$ cat config.mk
export PLATFORM = sky130hd
export DESIGN_NAME = pmode_ctrl
export DESIGN_NICKNAME = d
export VERILOG_FILES = /design/src/rtl/pmode_pkg.sv /design/src/rtl/pmode_datapath.sv /design/src/rtl/pmode_control.sv /design/src/rtl/pmode_ctrl.sv
export SDC_FILE = /design/constraint.sdc
export NUM_CORES = 1
export LEC_CHECK = 0
export BUFFER_PORTS_ARGS = -buffer_cell sky130_fd_sc_hd__buf_2
export CORE_MARGIN = 2
export CORE_UTILIZATION = 60
export DETAILED_ROUTE_END_ITERATION = 10
export GPL_ROUTABILITY_DRIVEN = 1
export GPL_TIMING_DRIVEN = 0
export PLACE_DENSITY = 0.8
export SLEW_MARGIN = 10
export SYNTH_ARGS = -nofsm -noshare
export SYNTH_HDL_FRONTEND = slang
export SYNTH_HIERARCHICAL = 1
export SYNTH_SLANG_ARGS = --single-unit
$ cat constraint.sdc
create_clock -name clk -period 5.55 [get_ports clk]
set_input_delay 1.11 -clock clk [delete_from_list [all_inputs] [get_ports clk]]
set_output_delay 1.11 -clock clk [all_outputs]
set_load 0.01 [all_outputs]
$ cat src/rtl/pmode_pkg.sv
package pmode_pkg;
  typedef enum logic [1:0] {
    PM_ON   = 2'd0,
    PM_DOZE = 2'd1,
    PM_STBY = 2'd2,
    PM_SUSP = 2'd3
  } pmode_t;

  localparam int NUM_DEV = 8;
  localparam int NUM_IRQ = 16;
  localparam int SEC_W = 16;
  localparam logic [SEC_W-1:0] MAX_SEC = 16'd30720;
  localparam logic [SEC_W-1:0] DOZE_MIN = 16'd15;
  localparam logic [SEC_W-1:0] DEEP_MIN = 16'd120;
  localparam logic [9:0] IO_FLOOR = 10'h100;
  localparam logic [NUM_IRQ-1:0] IRQ_ALLOWED = 16'hDEFA;

  // status from datapath to control
  typedef struct packed {
    logic       activity;
    logic       timeoutHit;
    logic       btnRise;
    logic       enabled;
    logic       stopCap;
    logic [1:0] blink;
  } dp_stat_t;

  // strobes from control to datapath
  typedef struct packed {
    logic   restart;
    pmode_t mode;
  } ctl_strobe_t;
endpackage

$ cat src/rtl/pmode_datapath.sv
module pmode_datapath
  import pmode_pkg::*;
#(
  parameter int TICK_DIV = 33000000,
  parameter int DEBOUNCE = 330000
) (
  input  logic                 clk,
  input  logic                 rst,
  input  logic                 cfgWe,
  input  logic [2:0]           cfgAddr,
  input  logic [15:0]          cfgData,
  input  logic [NUM_DEV-1:0]   devAct,
  input  logic                 ioStrobe,
  input  logic [15:0]          ioAddr,
  input  logic [NUM_IRQ-1:0]   irqPulse,
  input  logic                 buttonIn,
  input  ctl_strobe_t          ctl,
  output dp_stat_t             stat
);
  localparam int PRE_W = (TICK_DIV > 2) ? $clog2(TICK_DIV) : 1;
  localparam int HALF  = TICK_DIV / 2;
  localparam int DB_W  = (DEBOUNCE > 2) ? $clog2(DEBOUNCE) : 1;

  // configuration registers
  logic [1:0]         ctrlReg;
  logic [SEC_W-1:0]   dozeReg, stbyReg, suspReg;
  logic [NUM_DEV-1:0] devEn;
  logic               ioEn;
  logic [NUM_IRQ-1:0] irqEn;
  logic [9:0]         ioLo, ioHi;

  always_ff @(posedge clk) begin
    if (rst) begin
      ctrlReg <= '0;
      dozeReg <= DOZE_MIN;
      stbyReg <= '0;
      suspReg <= '0;
      devEn   <= '0;
      ioEn    <= 1'b0;
      irqEn   <= '0;
      ioLo    <= IO_FLOOR;
      ioHi    <= 10'h3FF;
    end else if (cfgWe) begin
      case (cfgAddr)
        3'd0: ctrlReg <= cfgData[1:0];
        3'd1: dozeReg <= cfgData;
        3'd2: stbyReg <= cfgData;
        3'd3: suspReg <= cfgData;
        3'd4: begin
          devEn <= cfgData[NUM_DEV-1:0];
          ioEn  <= cfgData[NUM_DEV];
        end
        3'd5: irqEn <= cfgData & IRQ_ALLOWED;
        3'd6: ioLo  <= cfgData[9:0];
        default: ioHi <= cfgData[9:0];
      endcase
    end
  end

  function automatic logic [SEC_W-1:0] clampLim(input logic [SEC_W-1:0] v,
                                                input logic [SEC_W-1:0] lo);
    if (v < lo) return lo;
    else if (v > MAX_SEC) return MAX_SEC;
    else return v;
  endfunction

  // activity detection
  logic [9:0] loEff;
  logic       ioMatch;
  assign loEff   = (ioLo < IO_FLOOR) ? IO_FLOOR : ioLo;
  assign ioMatch = ioStrobe && ioEn && (ioAddr[15:10] == 6'd0) &&
                   (ioAddr[9:0] >= loEff) && (ioAddr[9:0] <= ioHi);

  assign stat.activity = (|(devAct & devEn)) | ioMatch | (|(irqPulse & irqEn));

  // second prescaler, half-second blink and shared idle-second counter
  logic [PRE_W-1:0] pre;
  logic [SEC_W-1:0] secCnt;
  logic [1:0]       blink;
  logic             tick, halfTick;

  assign tick     = (pre == PRE_W'(TICK_DIV - 1));
  assign halfTick = tick || (pre == PRE_W'(HALF - 1));

  always_ff @(posedge clk) begin
    if (rst || ctl.restart) begin
      pre    <= '0;
      secCnt <= '0;
      blink  <= '0;
    end else begin
      pre <= tick ? '0 : pre + 1'b1;
      if (tick && secCnt != '1) secCnt <= secCnt + 1'b1;
      if (halfTick) blink <= blink + 2'd1;
    end
  end

  logic [SEC_W-1:0] limit;
  logic             limitOn;
  always_comb begin
    limit   = '0;
    limitOn = 1'b0;
    case (ctl.mode)
      PM_ON: begin
        limit   = clampLim(dozeReg, DOZE_MIN);
        limitOn = 1'b1;
      end
      PM_DOZE: begin
        limit   = clampLim(stbyReg, DEEP_MIN);
        limitOn = (stbyReg != '0);
      end
      PM_STBY: begin
        limit   = clampLim(suspReg, DEEP_MIN);
        limitOn = (suspReg != '0);
      end
      default: begin
        limit   = '0;
        limitOn = 1'b0;
      end
    endcase
  end

  assign stat.timeoutHit = limitOn && (secCnt >= limit);
  assign stat.blink      = blink;
  assign stat.enabled    = ctrlReg[0];
  assign stat.stopCap    = ctrlReg[1];

  // button synchroniser and debounce
  logic [1:0]      btnSync;
  logic            btnStable, btnPrev;
  logic [DB_W-1:0] dbCnt;

  always_ff @(posedge clk) begin
    if (rst) begin
      btnSync   <= '0;
      btnStable <= 1'b0;
      btnPrev   <= 1'b0;
      dbCnt     <= '0;
    end else begin
      btnSync <= {btnSync[0], buttonIn};
      btnPrev <= btnStable;
      if (btnSync[1] == btnStable) begin
        dbCnt <= '0;
      end else if (dbCnt == DB_W'(DEBOUNCE - 1)) begin
        btnStable <= btnSync[1];
        dbCnt     <= '0;
      end else begin
        dbCnt <= dbCnt + 1'b1;
      end
    end
  end

  assign stat.btnRise = btnStable & ~btnPrev;
endmodule

$ cat src/rtl/pmode_control.sv
module pmode_control
  import pmode_pkg::*;
(
  input  logic        clk,
  input  logic        rst,
  input  dp_stat_t    stat,
  input  logic        turboIn,
  output ctl_strobe_t ctl,
  output logic [1:0]  powerMode,
  output logic [1:0]  cpuClkSel,
  output logic        cacheOff,
  output logic        psuOff,
  output logic        ledOut
);
  pmode_t mode, nextMode;

  always_comb begin
    nextMode = mode;
    if (!stat.enabled)
      nextMode = PM_ON;
    else if (stat.btnRise)
      nextMode = (mode == PM_ON) ? PM_SUSP : PM_ON;
    else if (stat.activity)
      nextMode = PM_ON;
    else if (stat.timeoutHit && mode != PM_SUSP)
      nextMode = pmode_t'(mode + 2'd1);
  end

  always_ff @(posedge clk) begin
    if (rst) mode <= PM_ON;
    else     mode <= nextMode;
  end

  assign ctl.mode    = mode;
  assign ctl.restart = (nextMode != mode) | stat.activity | ~stat.enabled;

  always_comb begin
    case (mode)
      PM_ON:   begin cpuClkSel = 2'd0; ledOut = turboIn;       end
      PM_DOZE: begin cpuClkSel = 2'd1; ledOut = stat.blink[0]; end
      PM_STBY: begin cpuClkSel = 2'd2; ledOut = stat.blink[1]; end
      default: begin cpuClkSel = stat.stopCap ? 2'd3 : 2'd2; ledOut = 1'b0; end
    endcase
  end

  assign powerMode = mode;
  assign cacheOff  = (mode == PM_SUSP);
  assign psuOff    = (mode != PM_ON);
endmodule

$ cat src/rtl/pmode_ctrl.sv
module pmode_ctrl
  import pmode_pkg::*;
#(
  parameter int TICK_DIV = 33000000,
  parameter int DEBOUNCE = 330000
) (
  input  logic        clk,
  input  logic        rst,
  input  logic        cfgWe,
  input  logic [2:0]  cfgAddr,
  input  logic [15:0] cfgData,
  input  logic [7:0]  devAct,
  input  logic        ioStrobe,
  input  logic [15:0] ioAddr,
  input  logic [15:0] irqPulse,
  input  logic        turboIn,
  input  logic        buttonIn,
  output logic [1:0]  powerMode,
  output logic [1:0]  cpuClkSel,
  output logic        cacheOff,
  output logic        psuOff,
  output logic        ledOut
);
  dp_stat_t    stat;
  ctl_strobe_t ctl;

  pmode_datapath #(.TICK_DIV(TICK_DIV), .DEBOUNCE(DEBOUNCE)) u_dp (
    .clk(clk), .rst(rst), .cfgWe(cfgWe), .cfgAddr(cfgAddr), .cfgData(cfgData),
    .devAct(devAct), .ioStrobe(ioStrobe), .ioAddr(ioAddr), .irqPulse(irqPulse),
    .buttonIn(buttonIn), .ctl(ctl), .stat(stat)
  );

  pmode_control u_ctl (
    .clk(clk), .rst(rst), .stat(stat), .turboIn(turboIn), .ctl(ctl),
    .powerMode(powerMode), .cpuClkSel(cpuClkSel), .cacheOff(cacheOff),
    .psuOff(psuOff), .ledOut(ledOut)
  );
endmodule

---- After elaboration in Yosys (flattened, before gate mapping) ----
Index checks and enable logic that the tools add are counted.
storage, ports and cells
  memories kept ........................... 0
  flip-flop bits (word level) ............. 159
  RAM bits ................................ 0
  output and inout bits ................... 7
  word-level logic and storage cells ...... 105
  bits in read-only memories .............. 0
  bits in latches ......................... 0
cells by class
  divide/modulo/power cells ............... 0
  reductions and logical operators ........ 29
  add/subtract/negate cells ............... 5
  $lt $le $gt $ge ......................... 10
  shift-type cells ........................ 0
  bitwise operators ....................... 11
  multiplexer cells ....................... 17
  $mul .................................... 0
  eq/ne operators ......................... 16
operators with widths
  cell                     count
  $mux W16                 6
  $gt A16 B15 Y1 const B   3
  $pmux W16 S3             1
  $lt A16 B7 Y1 const B    2
  $reduce_bool A16 Y1      2
  $add A25 B1 Y25 const B  1
  $eq A25 B24 Y1 const B   1
  $eq A25 B25 Y1 const B   1
  $add A19 B1 Y19 const B  1
  $eq A19 B19 Y1 const B   1
  $reduce_and A2 Y1        9
  $add A16 B1 Y16 const B  1
  $and A16 B16 Y16         1
  $ge A16 B16 Y1           1
  $lt A16 B4 Y1 const B    1
  $ne A16 B16 Y1 const B   1
  $reduce_or A16 Y1        1
  $ge A10 B10 Y1           1
  $le A10 B10 Y1           1
  $lt A10 B9 Y1 const B    1
  $mux W10                 1
  $mux W2                  5
  $eq A3 B3 Y1 const B     3
  $and A8 B8 Y8            1
  other kinds (24)         41

---- Logic depth before layout (Yosys ltp) ----
  depth after elaboration ................. 16
  depth in mapped cells ................... 19

---- Modules after synthesis ----
Netlist, hierarchy kept.
modules (own cells, without submodules)
  module          cells each  times used  area each (sq um)  sequential area each (sq um)
  pmode_datapath  977         1           7747.4             3143.0
  pmode_control   28          1           240.2              40.0

---- Worst setup path before layout ----
OpenSTA, ideal clock, no wires.
  path kind ............................... register to register
  from .................................... reg u_dp.suspReg[15]
  to ...................................... reg u_dp.secCnt[0]
  data arrival time ....................... 3820 ps
  slack ................................... 1602 ps
  required time ........................... 5422 ps
  stages on the path, launching flop included .. 20
  buffers on the path ..................... 3
  clock period less this slack ............ 3948 ps
  path through ............................ dfxtp_1 or4_1 nor3_4 nor2_1 and3_1 buf_2 a221o_1 ha_1 nor2_1 a21o_1 a21oi_1 o21ai_0 a21oi_1 nor2b_1 nand2b_1 nand4b_1 or2_2 buf_1 clkbuf_1 nor2_1
RTL lines
  element                 RTL line              source
  from (decl)             pmode_datapath.sv:26  logic [SEC_W-1:0] dozeReg, stbyReg, suspReg;
  from (signal assigned)  pmode_datapath.sv:48  3'd3: suspReg <= cfgData;
  to (signal assigned)    pmode_datapath.sv:92  if (tick && secCnt != '1) secCnt <= secCnt + 1'b1;
  to (decl)               pmode_datapath.sv:78  logic [SEC_W-1:0] secCnt;

==> run metrics <==
status finished clean; Final Skew 0.01857 ns; Max Slew Vio Count 0; HPWL after DPL between 10 and 15 mm; Final nets 1196; CTS tree yes; full die area 14250 um2; initial antenna violation count 0; min cycle time layout 4.955 ns; DR WL/cell 15.99 um; core occupancy in the finished layout 0.6920; Die Y approximately 120 um; clock sinks between 150 and 200; share of the synthesized area in the top cell type 0.3985; FFs w/ async S/R, synth 0; Cell Count Post-Placement about 1.2k; postcts setup bufs 0; layout cell share with drive strength beyond 1 0.1072; ratio of final minimum period to clock period 0.8928; Synth Register Bits 159; element type at the critical path start register; Max Freq 0.2018 GHz; worst-skew pair later-pin latency about 0.43 ns; synth warn 6; cts hold-fix bufs 0; final cell count without fillers 1277; Initial Util 0.6080; DR iter-0 viols between 700 and 800; Critical Path RT 5.90 ns; critical path launch point u_dp/suspReg[15]; register area share after synthesis 0.3985; detailed-route via count ~7.5k; final instance area 9091 um2; antenna viol nets, final 0; Final setup viols 0; Port-buffer cells 64; actual slew at the worst max-slew pin 1.053 ns; Total GRT Usage 0.2945; # IOs a little over 70; Worst-path clk slew 0.07 ns; vias in the first global route 6963; Core Footprint ~13000 um2; antenna diode count 0; max_slew headroom 0.2924; Post-Route WL 20.42 mm; Static Leak 3.406 nW; hold_ws 0.4390 ns; Mapped Cells 1005; die width 119.4 um; syn nets around 1.1k; crit path DAT 5.31 ns; CP Class register to register; largest net degree at the start of global routing 17; CP endpoint kind register; top_reg_cell synth dfxtp_1; Tot Pwr 2.453 mW; GPL Wtd Cong 0.9197; Area growth, synth to finish 13.82%; Yosys cell types 58; cell row count 42; synthesized cell area ~8000 um2; Synth area leaders dfxtp_1 (40%), nand2_1 (11%), ha_1 (6.7%); Avg Inst Size Synth 7.948 um2; clock buffer count from CTS 17; reg2reg start u_dp/suspReg[15]; final hold vios 0; Worst Hold Class register to register; unrepaired setup endpoints after global routing no; iteration count of the initial detailed-routing pass 5; setup ws final 0.5950 ns; max cap viols 0; vias per inst 5.846; clk root buf clkbuf_16; DRC 0; Yosys top cell by area dfxtp_1; first-pass GRT wire length between 30 and 40 mm; Max VDD drop 0.2190 mV; Pwr per Cell Area 269.9 nW/um2; clock buffer depth 2; reg2reg setup slack 0.59 ns; H-tree depth 4; CTS resizes 0; Crit Path Max Fanout 10; Fin Setup TNS 0 ns; total congestion overflow 0; pre-CTS WS 0.7412 ns; Post-Place Cell Area 8528 um2; HP Start u_dp/btnSync[0]; Post-synth EDFFs 0
[logic make-up (layout without fill, tap and decap cells)]
group | count (synthesis) | in the layout | share of synthesized area
XOR/XNOR | 43 | 43 | 0.04715
AO/OA/AOI/OAI | 190 | 190 | 0.1438
flip-flops | 159 | 159 | 0.3985
adder cells (fa/ha/maj) | 43 | 43 | 0.06736
other | 1 | 1 | 0.0004695
buffers and inverters | 64 | 160 | 0.03289
multiplexers | 8 | 8 | 0.01018
AND/OR/NAND/NOR | 497 | 497 | 0.2997
[cell usage in the layout, fill, tap and decap left out, types with 4 or more instances in the layout]
master	synthesis	final
o31ai_1	10	10
or2_2	4	4
and2_1	5	5
inv_1	24	24
nand4_1	27	27
and3_1	8	8
nand2_1	228	228
a22oi_1	10	10
clkbuf_16	0	17
nor3_1	17	17
buf_2	2	66
ha_1	43	43
a41oi_1	4	4
nand3b_1	15	15
a221oi_1	5	5
a21oi_1	107	107
a21o_1	7	7
a31oi_1	4	4
nor4_1	19	19
or3_1	8	8
nand3_1	32	32
nand2b_1	8	8
or4_1	13	13
and4_1	9	9
dfxtp_1	159	159
clkbuf_1	30	31
mux2i_1	7	7
xor2_1	17	17
nor2_1	80	80
o21ai_0	19	19
nor2b_1	9	9
xnor2_1	26	26
a31o_2	5	5
[synth_stat cells (all sizes together) (3+ instances only)]
library cell,count
and4,9
o31ai,10
or4,13
nor4,20
nor4b,3
nand3b,15
ha,43
a31oi,4
a41o,3
a22o,3
nand4b,3
nor3,18
and2,5
a41oi,4
clkbuf,31
nand4,27
a22oi,10
nor2,80
nand2b,9
nor2b,9
xor2,17
or2,4
a21o,7
or3,9
a21oi,107
a31o,5
mux2i,7
o21ai,19
buf,9
nand3,32
dfxtp,159
xnor2,26
and3,8
nand2,229
inv,24
a221oi,5
[worst max-delay path, stage by stage (launching register included)]
cell      delay (ns)
dfxtp_1         0.40
or4_1           0.66
o31ai_1         0.60
and3_1          0.24
buf_2           0.17
a21oi_1         0.10
ha_1            0.30
a21o_1          0.19
nand3_1         0.07
a21oi_1         0.06
a211oi_1        0.28
a21oi_1         0.17
nor2b_1         0.21
nand2b_1        0.09
nand4b_1        0.18
nor2_1          0.42
nand2_1         0.25
clkbuf_1        0.30
nor2_1          0.18
[state kept, by name, indices dropped and copies added, names as in the netlist, 2 cells and up]
name	flops
u_dp/btnSync	2
u_dp/stbyReg	16
u_dp/ctrlReg	2
u_dp/ioHi	10
u_dp/dbCnt	19
u_dp/suspReg	16
u_dp/devEn	8
u_dp/ioLo	10
u_dp/dozeReg	16
u_ctl/powerMode	2
u_dp/irqEn	12
u_dp/pre	25
u_dp/blink	2
u_dp/secCnt	16
[metal layers]
layer / GRT usage / vias to the layer above / routed length (um)
li1: - / 3722 / -
met1: 0.3937 / 3482 / 9301
met2: 0.4871 / 235 / 9727
met3: 0.05125 / 26 / 1130
met4: 0.09044 / 0 / 259
met5: 0 / - / 0
[final timing paths]
path	endpoint	depth (start not counted)
max	u_dp/pre[17]	18
min	u_dp/btnSync[1]	1
max reg2reg	u_dp/pre[17]	18
min reg2reg	u_dp/btnSync[1]	1
[final cells by class]
class	count	area, um2
buffer	40	172.7
clock buffer	18	429.2
clock inverter	14	133.9
fill	1137	4046
inverter	24	90.09
multi-input combinational	782	4542
sequential	159	3183
tap	176	220.2
timing repair buffer	64	320.3
[power by group]
part           switching (mW)  total, mW  internal [mW]
combinational           0.101      0.164         0.0631
sequential             0.0139       1.17           1.16
clock                   0.493       1.12          0.625
total                   0.607       2.45           1.85
Power figures use the tool's default switching activity.
